<file path="src/rtl/fanpwm_pkg.sv">
// Package: shared constants and types of the fan duty controller.
// Assumes a 4-bit register address space and 16-bit data words.
package fanpwm_pkg;
    localparam int ADDR_W = 4;
    localparam int DATA_W = 16;
    localparam int NB     = 4;               // number of step boundaries
    localparam int LVL_W  = $clog2(NB + 1);  // bits for step 0..NB

    localparam int A_CTRL   = 0;
    localparam int A_WIDTH  = 1;
    localparam int A_PERIOD = 2;
    localparam int A_LEVEL  = 3;
    localparam int A_RISE0  = 4;             // upper thresholds, boundary 1..NB
    localparam int A_FALL0  = A_RISE0 + NB;  // lower thresholds, boundary 1..NB

    typedef logic [DATA_W-1:0] word_t;
    typedef logic [LVL_W-1:0]  lvl_t;
endpackage

</file>
<file path="src/rtl/fanpwm_regs.sv">
// Register bank: holds the run bit and the threshold pairs, decodes width
// writes for the step logic and muxes read data. Assumes PERIOD fits DATA_W.
module fanpwm_regs
    import fanpwm_pkg::*;
#(
    parameter int PERIOD = 256,
    localparam int CNT_W = $clog2(PERIOD + 1)
) (
    input  logic              clk,
    input  logic              rst_n,
    input  logic              wr_en,
    input  logic [ADDR_W-1:0] wr_addr,
    input  word_t             wr_data,
    input  logic [ADDR_W-1:0] rd_addr,
    output word_t             rd_data,
    input  logic [CNT_W-1:0]  width,
    input  lvl_t              level,
    output logic              run,
    output word_t [NB-1:0]    rise,
    output word_t [NB-1:0]    fall,
    output logic              sw_we,
    output word_t             sw_data
);
    // Run bit: cleared by reset, written at the control address.
    always_ff @(posedge clk) begin
        if (!rst_n)
            run <= 1'b0;
        else if (wr_en && wr_addr == ADDR_W'(A_CTRL))
            run <= wr_data[0];
    end

    // One upper and one lower threshold register per boundary.
    for (genvar b = 0; b < NB; b++) begin : g_thr
        // Upper threshold: reset high so nothing rises by default.
        always_ff @(posedge clk) begin
            if (!rst_n)
                rise[b] <= '1;
            else if (wr_en && wr_addr == ADDR_W'(A_RISE0 + b))
                rise[b] <= wr_data;
        end
        // Lower threshold: reset low.
        always_ff @(posedge clk) begin
            if (!rst_n)
                fall[b] <= '0;
            else if (wr_en && wr_addr == ADDR_W'(A_FALL0 + b))
                fall[b] <= wr_data;
        end
    end

    // Width writes are handed to the step logic, which owns the width.
    assign sw_we   = wr_en && wr_addr == ADDR_W'(A_WIDTH);
    assign sw_data = wr_data;

    // Read mux over all addresses; unmapped addresses return zero.
    always_comb begin
        rd_data = '0;
        if (rd_addr == ADDR_W'(A_CTRL))   rd_data = DATA_W'(run);
        if (rd_addr == ADDR_W'(A_WIDTH))  rd_data = DATA_W'(width);
        if (rd_addr == ADDR_W'(A_PERIOD)) rd_data = DATA_W'(PERIOD);
        if (rd_addr == ADDR_W'(A_LEVEL))  rd_data = DATA_W'(level);
        for (int b = 0; b < NB; b++) begin
            if (rd_addr == ADDR_W'(A_RISE0 + b)) rd_data = rise[b];
            if (rd_addr == ADDR_W'(A_FALL0 + b)) rd_data = fall[b];
        end
    end
endmodule

</file>
<file path="src/rtl/fanpwm_step.sv">
// Step selector: applies the hysteresis rule to each temperature sample,
// owns the width register and flags every duty change. Assumes thresholds
// are compared as unsigned codes.
module fanpwm_step
    import fanpwm_pkg::*;
#(
    parameter int PERIOD = 256,
    localparam int CNT_W = $clog2(PERIOD + 1)
) (
    input  logic             clk,
    input  logic             rst_n,
    input  logic             run,
    input  word_t            temp_code,
    input  logic             temp_valid,
    input  word_t [NB-1:0]   rise,
    input  word_t [NB-1:0]   fall,
    input  logic             sw_we,
    input  word_t            sw_data,
    output lvl_t             level,
    output logic [CNT_W-1:0] width,
    output logic             evt_up,
    output logic             restart
);
    lvl_t             up_tgt, dn_tgt, nxt_lvl;
    logic             lvl_chg;
    logic [CNT_W-1:0] auto_w, sw_w;

    // Highest boundary whose upper threshold is exceeded.
    always_comb begin
        up_tgt = '0;
        for (int b = 0; b < NB; b++)
            if (temp_code > rise[b]) up_tgt = LVL_W'(b + 1);
    end

    // Highest boundary at or under the current step still held by its lower threshold.
    always_comb begin
        dn_tgt = '0;
        for (int b = 0; b < NB; b++)
            if (LVL_W'(b + 1) <= level && temp_code >= fall[b]) dn_tgt = LVL_W'(b + 1);
    end

    // Next step, its width and the clamped software width.
    always_comb begin
        nxt_lvl = (up_tgt > level) ? up_tgt : dn_tgt;
        lvl_chg = run && temp_valid && nxt_lvl != level;
        auto_w  = CNT_W'((int'(nxt_lvl) * PERIOD) / NB);
        sw_w    = (int'(sw_data) > PERIOD) ? CNT_W'(PERIOD) : CNT_W'(sw_data);
    end

    assign restart = lvl_chg || (run && sw_we);

    // Step, width and rise event registers; held at zero while stopped.
    always_ff @(posedge clk) begin
        if (!rst_n || !run) begin
            level  <= '0;
            width  <= '0;
            evt_up <= 1'b0;
        end else begin
            evt_up <= lvl_chg && nxt_lvl > level;
            if (lvl_chg) begin
                level <= nxt_lvl;
                width <= auto_w;
            end else if (sw_we) begin
                width <= sw_w;
            end
        end
    end
endmodule

</file>
<file path="src/rtl/fanpwm_settle.sv">
// Settle timer: restarts on each duty change and pulses once when the
// wait has run out. Assumes SETTLE_CYCLES >= 1.
module fanpwm_settle #(
    parameter int SETTLE_CYCLES = 500_000_000,
    localparam int SW = $clog2(SETTLE_CYCLES + 1)
) (
    input  logic clk,
    input  logic rst_n,
    input  logic run,
    input  logic restart,
    output logic evt_done
);
    logic [SW-1:0] cnt;
    logic          busy;

    // Countdown with restart; fires on the edge where one cycle was left.
    always_ff @(posedge clk) begin
        if (!rst_n || !run) begin
            cnt      <= '0;
            busy     <= 1'b0;
            evt_done <= 1'b0;
        end else if (restart) begin
            cnt      <= SW'(SETTLE_CYCLES);
            busy     <= 1'b1;
            evt_done <= 1'b0;
        end else begin
            evt_done <= busy && cnt == SW'(1);
            if (busy) begin
                cnt <= cnt - SW'(1);
                if (cnt == SW'(1)) busy <= 1'b0;
            end
        end
    end
endmodule

</file>
<file path="src/rtl/fanpwm_gen.sv">
// PWM generator: free-running counter over the period, registered
// compare against the width. Assumes PERIOD >= 1.
module fanpwm_gen #(
    parameter int PERIOD = 256,
    localparam int CNT_W = $clog2(PERIOD + 1)
) (
    input  logic             clk,
    input  logic             rst_n,
    input  logic             run,
    input  logic [CNT_W-1:0] width,
    output logic             pwm
);
    logic [CNT_W-1:0] ctr;

    // Counter wrap and output compare; both held low while stopped.
    always_ff @(posedge clk) begin
        if (!rst_n || !run) begin
            ctr <= '0;
            pwm <= 1'b0;
        end else begin
            pwm <= ctr < width;
            ctr <= (ctr == CNT_W'(PERIOD - 1)) ? '0 : ctr + CNT_W'(1);
        end
    end
endmodule

</file>
<file path="src/rtl/fan_duty_ctrl.sv">
// Top: temperature-stepped fan duty controller. Wires the register bank,
// step selector, settle timer and PWM generator. Assumes temp_valid is a
// single-cycle strobe synchronous to clk.
module fan_duty_ctrl
    import fanpwm_pkg::*;
#(
    parameter int PERIOD        = 256,
    parameter int SETTLE_CYCLES = 500_000_000
) (
    input  logic        clk,
    input  logic        rst_n,
    input  logic        wr_en,
    input  logic [3:0]  wr_addr,
    input  logic [15:0] wr_data,
    input  logic [3:0]  rd_addr,
    output logic [15:0] rd_data,
    input  logic [15:0] temp_code,
    input  logic        temp_valid,
    output logic        pwm_out,
    output logic [2:0]  duty_level,
    output logic        evt_temp_up,
    output logic        evt_pwm_settled
);
    localparam int CNT_W = $clog2(PERIOD + 1);

    logic             run_q, sw_we, restart;
    word_t            sw_data;
    word_t [NB-1:0]   rise, fall;
    lvl_t             level_q;
    logic [CNT_W-1:0] width_q;

    fanpwm_regs #(.PERIOD(PERIOD)) u_regs (
        .clk(clk), .rst_n(rst_n), .wr_en(wr_en), .wr_addr(wr_addr),
        .wr_data(wr_data), .rd_addr(rd_addr), .rd_data(rd_data),
        .width(width_q), .level(level_q), .run(run_q), .rise(rise),
        .fall(fall), .sw_we(sw_we), .sw_data(sw_data)
    );

    fanpwm_step #(.PERIOD(PERIOD)) u_step (
        .clk(clk), .rst_n(rst_n), .run(run_q), .temp_code(temp_code),
        .temp_valid(temp_valid), .rise(rise), .fall(fall), .sw_we(sw_we),
        .sw_data(sw_data), .level(level_q), .width(width_q),
        .evt_up(evt_temp_up), .restart(restart)
    );

    fanpwm_settle #(.SETTLE_CYCLES(SETTLE_CYCLES)) u_settle (
        .clk(clk), .rst_n(rst_n), .run(run_q), .restart(restart),
        .evt_done(evt_pwm_settled)
    );

    fanpwm_gen #(.PERIOD(PERIOD)) u_gen (
        .clk(clk), .rst_n(rst_n), .run(run_q), .width(width_q), .pwm(pwm_out)
    );

    assign duty_level = 3'(level_q);
endmodule

</file>
<file path="config.mk">
export PLATFORM = sky130hd
export DESIGN_NAME = fan_duty_ctrl
export DESIGN_NICKNAME = d
export VERILOG_FILES = /design/src/rtl/fanpwm_pkg.sv /design/src/rtl/fanpwm_regs.sv /design/src/rtl/fanpwm_step.sv /design/src/rtl/fanpwm_settle.sv /design/src/rtl/fanpwm_gen.sv /design/src/rtl/fan_duty_ctrl.sv
export SDC_FILE = /design/constraint.sdc
export NUM_CORES = 1
export LEC_CHECK = 0
export BUFFER_PORTS_ARGS = -buffer_cell sky130_fd_sc_hd__buf_2
export CELL_PAD_IN_SITES_DETAIL_PLACEMENT = 0
export CELL_PAD_IN_SITES_GLOBAL_PLACEMENT = 1
export CORE_MARGIN = 1
export CORE_UTILIZATION = 47
export CTS_CLUSTER_SIZE = 28
export DETAILED_ROUTE_END_ITERATION = 10
export PLACE_DENSITY = 0.84
export SYNTH_ARGS = -nofsm -noshare
export SYNTH_HDL_FRONTEND = slang
export SYNTH_SLANG_ARGS = --single-unit
</file>
<file path="constraint.sdc">
create_clock -name clk -period 7.4 [get_ports clk]
set_input_delay 1.48 -clock clk [delete_from_list [all_inputs] [get_ports clk]]
set_output_delay 1.48 -clock clk [all_outputs]
set_load 0.01 [all_outputs]
</file>
; After elaboration in Yosys (flattened, before gate mapping)
; Cells that the tools add are included.
; Widths: inputs -> output; s select.
[totals]
reg_bits = 183
inputBits = 44
out_inout_bits = 22
wordCells = 119
[classes]
add_sub_neg = 2
order_cmp = 16
n_eq_ne = 23
muxes = 29
n_reduce_logical = 30
[op_table]
columns = operator, count
row1 = $mux 16, 8
row2 = $ge 16x16->1, 4
row3 = $gt 16x16->1, 4
row4 = $mux 29, 2
row5 = $mux 9, 6
row6 = $eq 4x3->1 const B, 8
row7 = $eq 4x4->1 const B, 8
row8 = $eq 29x1->1 const B, 1
row9 = $sub 29x1->29 const B, 1
row10 = $logic_and 1x1->1, 19
row11 = $gt 16x9->1 const B, 1
row12 = $add 9x1->9 const B, 1
row13 = $eq 9x8->1 const B, 1
row14 = $lt 9x9->1, 1
row15 = $mux 3, 3
row16 = $eq 4x1->1 const B, 2
row17 = $eq 4x2->1 const B, 2
row18 = $logic_not 4->1, 2
row19 = $mux 2, 4
row20 = $gt 3x3->1, 2
row21 = $le 2x3->1 const A, 2
row22 = $mux 1, 6
row23 = $reduce_or 2->1, 3
row24 = $reduce_bool 2->1, 2
row25 = other kinds (5), 7

; Longest topological paths before layout
[depth]
ltp_word = 13
mapped_depth = 24
mapped_depth_nobuf = 22

; Hierarchy
; Synthesis repeated with hierarchy kept, for this count alone.
[unflattened]
cells_unflattened = 1595
hier_area_um2 = 12280.5
[modules_own_cells]
columns = mod, n_inst, cells_each, area_per_inst_um2
row1 = fanpwm_regs, 1, 826, 6297.3
row2 = fanpwm_step, 1, 525, 3892.5
row3 = fanpwm_settle, 1, 175, 1514.0
row4 = fanpwm_gen, 1, 69, 576.8

; Worst setup path before layout
; Ideal clock, no wire load.
[synth_timing]
kind = input port to flip-flop
startpoint = input temp_code[15]
endpoint = register u_settle.cnt[13]
setup_ns = 0.137
arrival_ns = 5.743
required_time_ns = 7.263
setup_slack_ns = 1.520
path_stages = 22
path_cell_list = ha_1 -> a211o_1 -> nor3_1 -> a21oi_1 -> a2111o_1 -> and2_1 -> clkbuf_1 -> nor2_1 -> ha_1 -> nor2b_1 -> o21a_1 -> o21ai_0 -> o211ai_1 -> nand2b_1 -> o21a_1 -> ha_1 -> nand3_1 -> and3_1 -> clkbuf_1 -> o21ai_0 -> clkbuf_1 -> a21oi_1
[synth_between]
elab_chain_cells = 11
[synth_lines]
columns = item, line
row1 = start: declaration, fan_duty_ctrl.sv:17  ; input logic [15:0] temp_code,
row2 = $gt 16x16->1 / $ge 16x16->1 (equally long branches), "fanpwm_step.sv:32, fanpwm_step.sv:39"
row3 = $mux 1 / $logic_and 1x1->1 (equally long branches), "fanpwm_step.sv:32, fanpwm_step.sv:39"
row4 = $mux 2 / $mux 1 (equally long branches), "fanpwm_step.sv:32, fanpwm_step.sv:39"
row5 = "$mux 2, on equally long branches", "fanpwm_step.sv:32, fanpwm_step.sv:39"
row6 = $mux 3 / $mux 2 (equally long branches), "fanpwm_step.sv:32, fanpwm_step.sv:39"
row7 = $gt 3x3->1 / $mux 3 (equally long branches), "fanpwm_step.sv:44, fanpwm_step.sv:39"
row8 = $mux 3 *, fanpwm_step.sv:44  ; nxt_lvl = (up_tgt > level) ? up_tgt : dn_tgt;
row9 = $ne 3x3->1 *, fanpwm_step.sv:45  ; lvl_chg = run && temp_valid && nxt_lvl != level;
row10 = $logic_and 1x1->1 *, fanpwm_step.sv:45
row11 = $logic_or 1x1->1 *, fanpwm_step.sv:50  ; assign restart = lvl_chg || (run && sw_we);
row12 = $mux 29 / $reduce_bool 2->1 (equally long branches), --
row13 = end signal: assignment, fanpwm_settle.sv:23  ; cnt <= SW'(SETTLE_CYCLES);
row14 = end signal: assignment, fanpwm_settle.sv:29  ; cnt <= cnt - SW'(1);
row15 = end: declaration, fanpwm_settle.sv:13  ; logic [SW-1:0] cnt;
; Every way passes the cells marked *; elsewhere a longest branch is shown, timed or not.
; A chain may end at the register's enable or synchronous reset.

; Worst setup path after layout
[layout_timing]
startpoint = input temp_code[9]
endpoint = register u_settle.cnt[1]
[layout_between]
elab_chain_cells = 11
[layout_lines]
columns = item, line
row1 = $gt 16x16->1 / $ge 16x16->1 (equally long branches), "fanpwm_step.sv:32, fanpwm_step.sv:39"
row2 = $mux 1 / $logic_and 1x1->1 (equally long branches), "fanpwm_step.sv:32, fanpwm_step.sv:39"
row3 = $mux 2 / $mux 1 (equally long branches), "fanpwm_step.sv:32, fanpwm_step.sv:39"
row4 = "$mux 2, on equally long branches", "fanpwm_step.sv:32, fanpwm_step.sv:39"
row5 = $mux 3 / $mux 2 (equally long branches), "fanpwm_step.sv:32, fanpwm_step.sv:39"
row6 = $gt 3x3->1 / $mux 3 (equally long branches), "fanpwm_step.sv:44, fanpwm_step.sv:39"
row7 = $mux 3 *, fanpwm_step.sv:44
row8 = $ne 3x3->1 *, fanpwm_step.sv:45
row9 = $logic_and 1x1->1 *, fanpwm_step.sv:45
row10 = $logic_or 1x1->1 *, fanpwm_step.sv:50
row11 = $reduce_or 2->1 (no line) *, --
; Marked as above.

==> metrics.md <==
| Metric | Value |
|---|---|
| Status | finished, final reports clean |
| Fin nets | 1619 |
| Origin of the worst setup path | temp_code[9] |
| Die area | 0.0251 mm² |
| Ant diodes | 0 |
| Gr usage total | 0.296 |
| Slew of the pin with the lowest slew margin | 1.24 ns |
| Synth Area in XOR/XNOR | 0.0191 |
| Avg WL per Cell | 20.6 µm |
| Slowest cell on the critical path | or4_1 |
| Setup crit end | u_settle.cnt[1]$_SDFFE_PP0P_ |
| Final Hold Fails | 0 |
| TritonCTS buffer count | 17 |
| Root buffer cell | clkbuf_16 |
| Multi-input logic area | 0.00701 mm² |
| I/O pin count | 66 |
| Initial Util | 0.485 |
| Max-slew violation count | 0 |
| CTS tree | yes |
| Worst vdd ir | 138 µV |
| Setup Skew | 0.00895 ns |
| Register-to-Register Path Depth | 21 |
| Worst hold slack | 0.467 ns |
| Grt met1 use | 0.387 |
| Ys flop type | dfxtp_1 |
| Commonest non-fill, non-tap cell in the layout | nand2_1 |
| Post-DR vias/cell | 5.98 |
| DRC violation count after routing | 0 |
| GP Congestion | 0.960 |
| Clk_lat worst skew | 0.44 ns |
| GRT overflow | 0 |
| Met3 Use GR | 0.0612 |
| Pleak | 5.13 nW |
| Reg-to-reg startpoint | u_regs.rise[25]$_SDFFE_PN1P_ |
| Cell accounting for the most synthesized area | dfxtp_1 |
| M2 GR Usage | 0.476 |
| Crit start category | input port |
| Crit-path cells | buf_2 > ha_1 > a211o_1 > o211ai_1 > a21oi_1 > or4_1 > a21oi_1 > nor2_1 > ha_1 > nor2b_1 > o21a_1 > o21ai_0 > o211ai_1 > nand2b_1 > o21a_1 > ha_1 > nand3_1 > and3_1 > nor2_1 > nand3_2 > a211oi_1 |
| Critical path arrival | 6.93 ns |
| Core area | 0.0237 mm² |
| Routed wire length | 36.2 mm |
| Die Span Y | 158 µm |
| Syn nets | 1604 |
| Via count | 10500 |
| Clock transition at path regs | 0.07 ns |
| Clock sinks | 183 |
| Netlist cell types | 67 |
| Post-DP Area | 0.0120 mm² |
| Num rows | 56 |
| Syn. warnings | 0 |
| Post-Synth Adder-Cell Area | 0.159 |
| Layout area overhead | 10.1% |
| Max Fclk | 152 MHz |
| First-pass GRT wire length | 55.3 mm |
| Slowest stage delay, CP | 0.52 ns |
| Hold WC Path Type | reg2reg |
| # fillers | 2283 |
| DP HPWL | 26.2 mm |
| Mean Syn Cell Area | 8.12 µm² |
| Routed Antenna Nets | 0 |
| Post-synth top area share | 0.319 |
| Max-slew headroom | 0.170 |
| Post-Syn Area | 0.0115 mm² |
| Hold_buf cts | 0 |
| Largest cells by area after synthesis | dfxtp_1 (32%), ha_1 (16%), nand2_1 (6.9%), o211ai_1 (4.8%), inv_1 (4.6%) |
| Tcrit/Tclk final | 0.889 |
| Share of layout cells above drive strength 1 | 0.0978 |
| H-tree levels | 4 |
| Number of global-route vias before repair | 9716 |
| Worst reg2reg setup slack | 1.67 ns |
| Number of synthesized flops with an enable pin | 0 |
| Post-synthesis sequential area ratio | 0.319 |
| Max-Cap Viols | 0 |
| Horiz. Die Dim | 158 µm |
| Resize count post-CTS | 0 |
| Commonest cells after routing, fill and taps aside | nand2_1 (212), dfxtp_1 (183), ha_1 (146) |
| Layout Utilization | 0.534 |
| Post-layout min period | 6.58 ns |
| Final Setup Violations | 0 |
| CP required | 7.75 ns |
| Ys async rst share | 0 |
| Yosys reg bits | 183 |
| Most crowded layer after global routing | met2 |
| Setup CP Type | in2reg |
| Storage element area | 0.00366 mm² |
| Initial DRC count | 1071 |
| Synth Area in Simple Gates | 0.181 |
| Post-synthesis compound-gate area fraction | 0.225 |
| Cells after synthesis | 1414 |
| Power Dens Cells | 179 mW/mm² |
| Initial antenna violation count | 1 |
| Setup TNS | 0 ns |
| Clk buf depth | 2 |
| Crit path max fanout | 21 |
| Post-CTS setup buffer count | 0 |
| Unrepaired setup endpoints after global routing | false |
| Post-synthesis mux area share | 0.0227 |
| DRT Pass-1 Iters | 6 |
| Combinational family with the most area after synthesis | compound AO/OA/AOI/OAI gates |
| RR Endpoint | u_settle.cnt[1]$_SDFFE_PP0P_ |
| CP Capture Type | register |
| Number of port buffers | 65 |
| Final Cell Area | 0.0126 mm² |
| Largest net degree at the start of global routing | 69 |
| Top cell by count, worst path | ha_1 |
==> registers in the layout, summed over array words and instances (netlist names) <==
| name | cells |
|---|---|
| u_settle.cnt | 29 |
| u_settle.busy | 1 |
| u_gen.ctr | 9 |
| u_gen.pwm | 1 |
| u_settle.evt_done | 1 |
| u_step.level | 3 |
| u_regs.rise | 64 |
| u_regs.run | 1 |
| u_step.evt_up | 1 |
| u_regs.fall | 64 |
| u_step.width | 9 |
==> cell families (layout without fill, tap and decap cells) <==
| kind of cell | Yosys count | in the layout |
|---|---|---|
| AO/OA/AOI/OAI | 375 | 375 |
| XOR/XNOR | 25 | 25 |
| adder cells (fa/ha/maj) | 146 | 146 |
| buffers and inverters | 221 | 249 |
| flip-flops | 183 | 183 |
| multiplexers | 26 | 26 |
| AND/OR/NAND/NOR | 438 | 438 |
==> synth_stat cells, types with 9 or more instances <==
cell type  number
a21o_1         11
xnor2_1        17
a211oi_1       16
a21boi_0       52
mux2i_1        26
or3_1           9
a222oi_1       13
a21oi_1        78
clkbuf_1       77
inv_1         140
nand2b_1       13
o21ai_0        43
a31oi_1        12
nor2b_1        27
nand3_1        28
dfxtp_1       183
a22oi_1        19
nand2_1       212
nor3_1         16
nor2_1         68
nor4_1          9
ha_1          146
nand4_1        18
o211ai_1       73
==> worst min path at each step <==
| stage | start | to | depth (start not counted) |
|---|---|---|---|
| floorplan | u_gen.ctr[0]$_SDFF_PP0_ | u_gen.ctr[0]$_SDFF_PP0_ | 1 |
| global placement | u_gen.ctr[0]$_SDFF_PP0_ | u_gen.ctr[0]$_SDFF_PP0_ | 1 |
| detailed placement | u_gen.ctr[0]$_SDFF_PP0_ | u_gen.ctr[0]$_SDFF_PP0_ | 1 |
| CTS | u_regs.fall[62]$_SDFFE_PN0P_ | u_regs.fall[62]$_SDFFE_PN0P_ | 2 |
| global route | u_regs.fall[53]$_SDFFE_PN0P_ | u_regs.fall[53]$_SDFFE_PN0P_ | 2 |
| finish | u_regs.fall[62]$_SDFFE_PN0P_ | u_regs.fall[62]$_SDFFE_PN0P_ | 2 |
==> through the flow <==
step	std cells	total power [mW]	setup slack (ns)
after floorplan	1414	1.18	1.52
after global placement	1729	1.28	0.435
after detailed placement	1729	1.28	0.150
after CTS	1761	2.27	0.604
after global routing	1761	2.34	0.294
final	1761	2.26	0.820
==> critical path, delay by kind of cell <==
family / cells / cell delay, ns
adders and majority gates: 3 / 0.90
and+or+nand+nor: 8 / 2.11
AOI/OAI and AO/OA: 9 / 2.21
buffers and inverters: 1 / 0.18
==> power by group <==
| part | internal, mW | switching (mW) |
|---|---|---|
| clock | 0.565 | 0.433 |
| sequential | 0.996 | 0.00745 |
| combinational | 0.0913 | 0.171 |
==> per-layer routing <==
layer | up-vias | share of wire | wire length (µm)
met3 | 61 | 0.086 | 3120
li1 | 5047 | - | -
met5 | - | 0.00036 | 13
met1 | 4993 | 0.43 | 15600
met2 | 428 | 0.45 | 16400
met4 | 2 | 0.030 | 1080
==> cell type report <==
cell class | instances | share of cell area
clock inverters | 12 | 0.0128
well taps | 319 | 0.0316
multi-input cells | 1010 | 0.554
repair buffers | 77 | 0.0331
flip-flops and latches | 183 | 0.290
clock buffers | 20 | 0.0369
inverters | 140 | 0.0416
(Power assumes the default switching activity.)
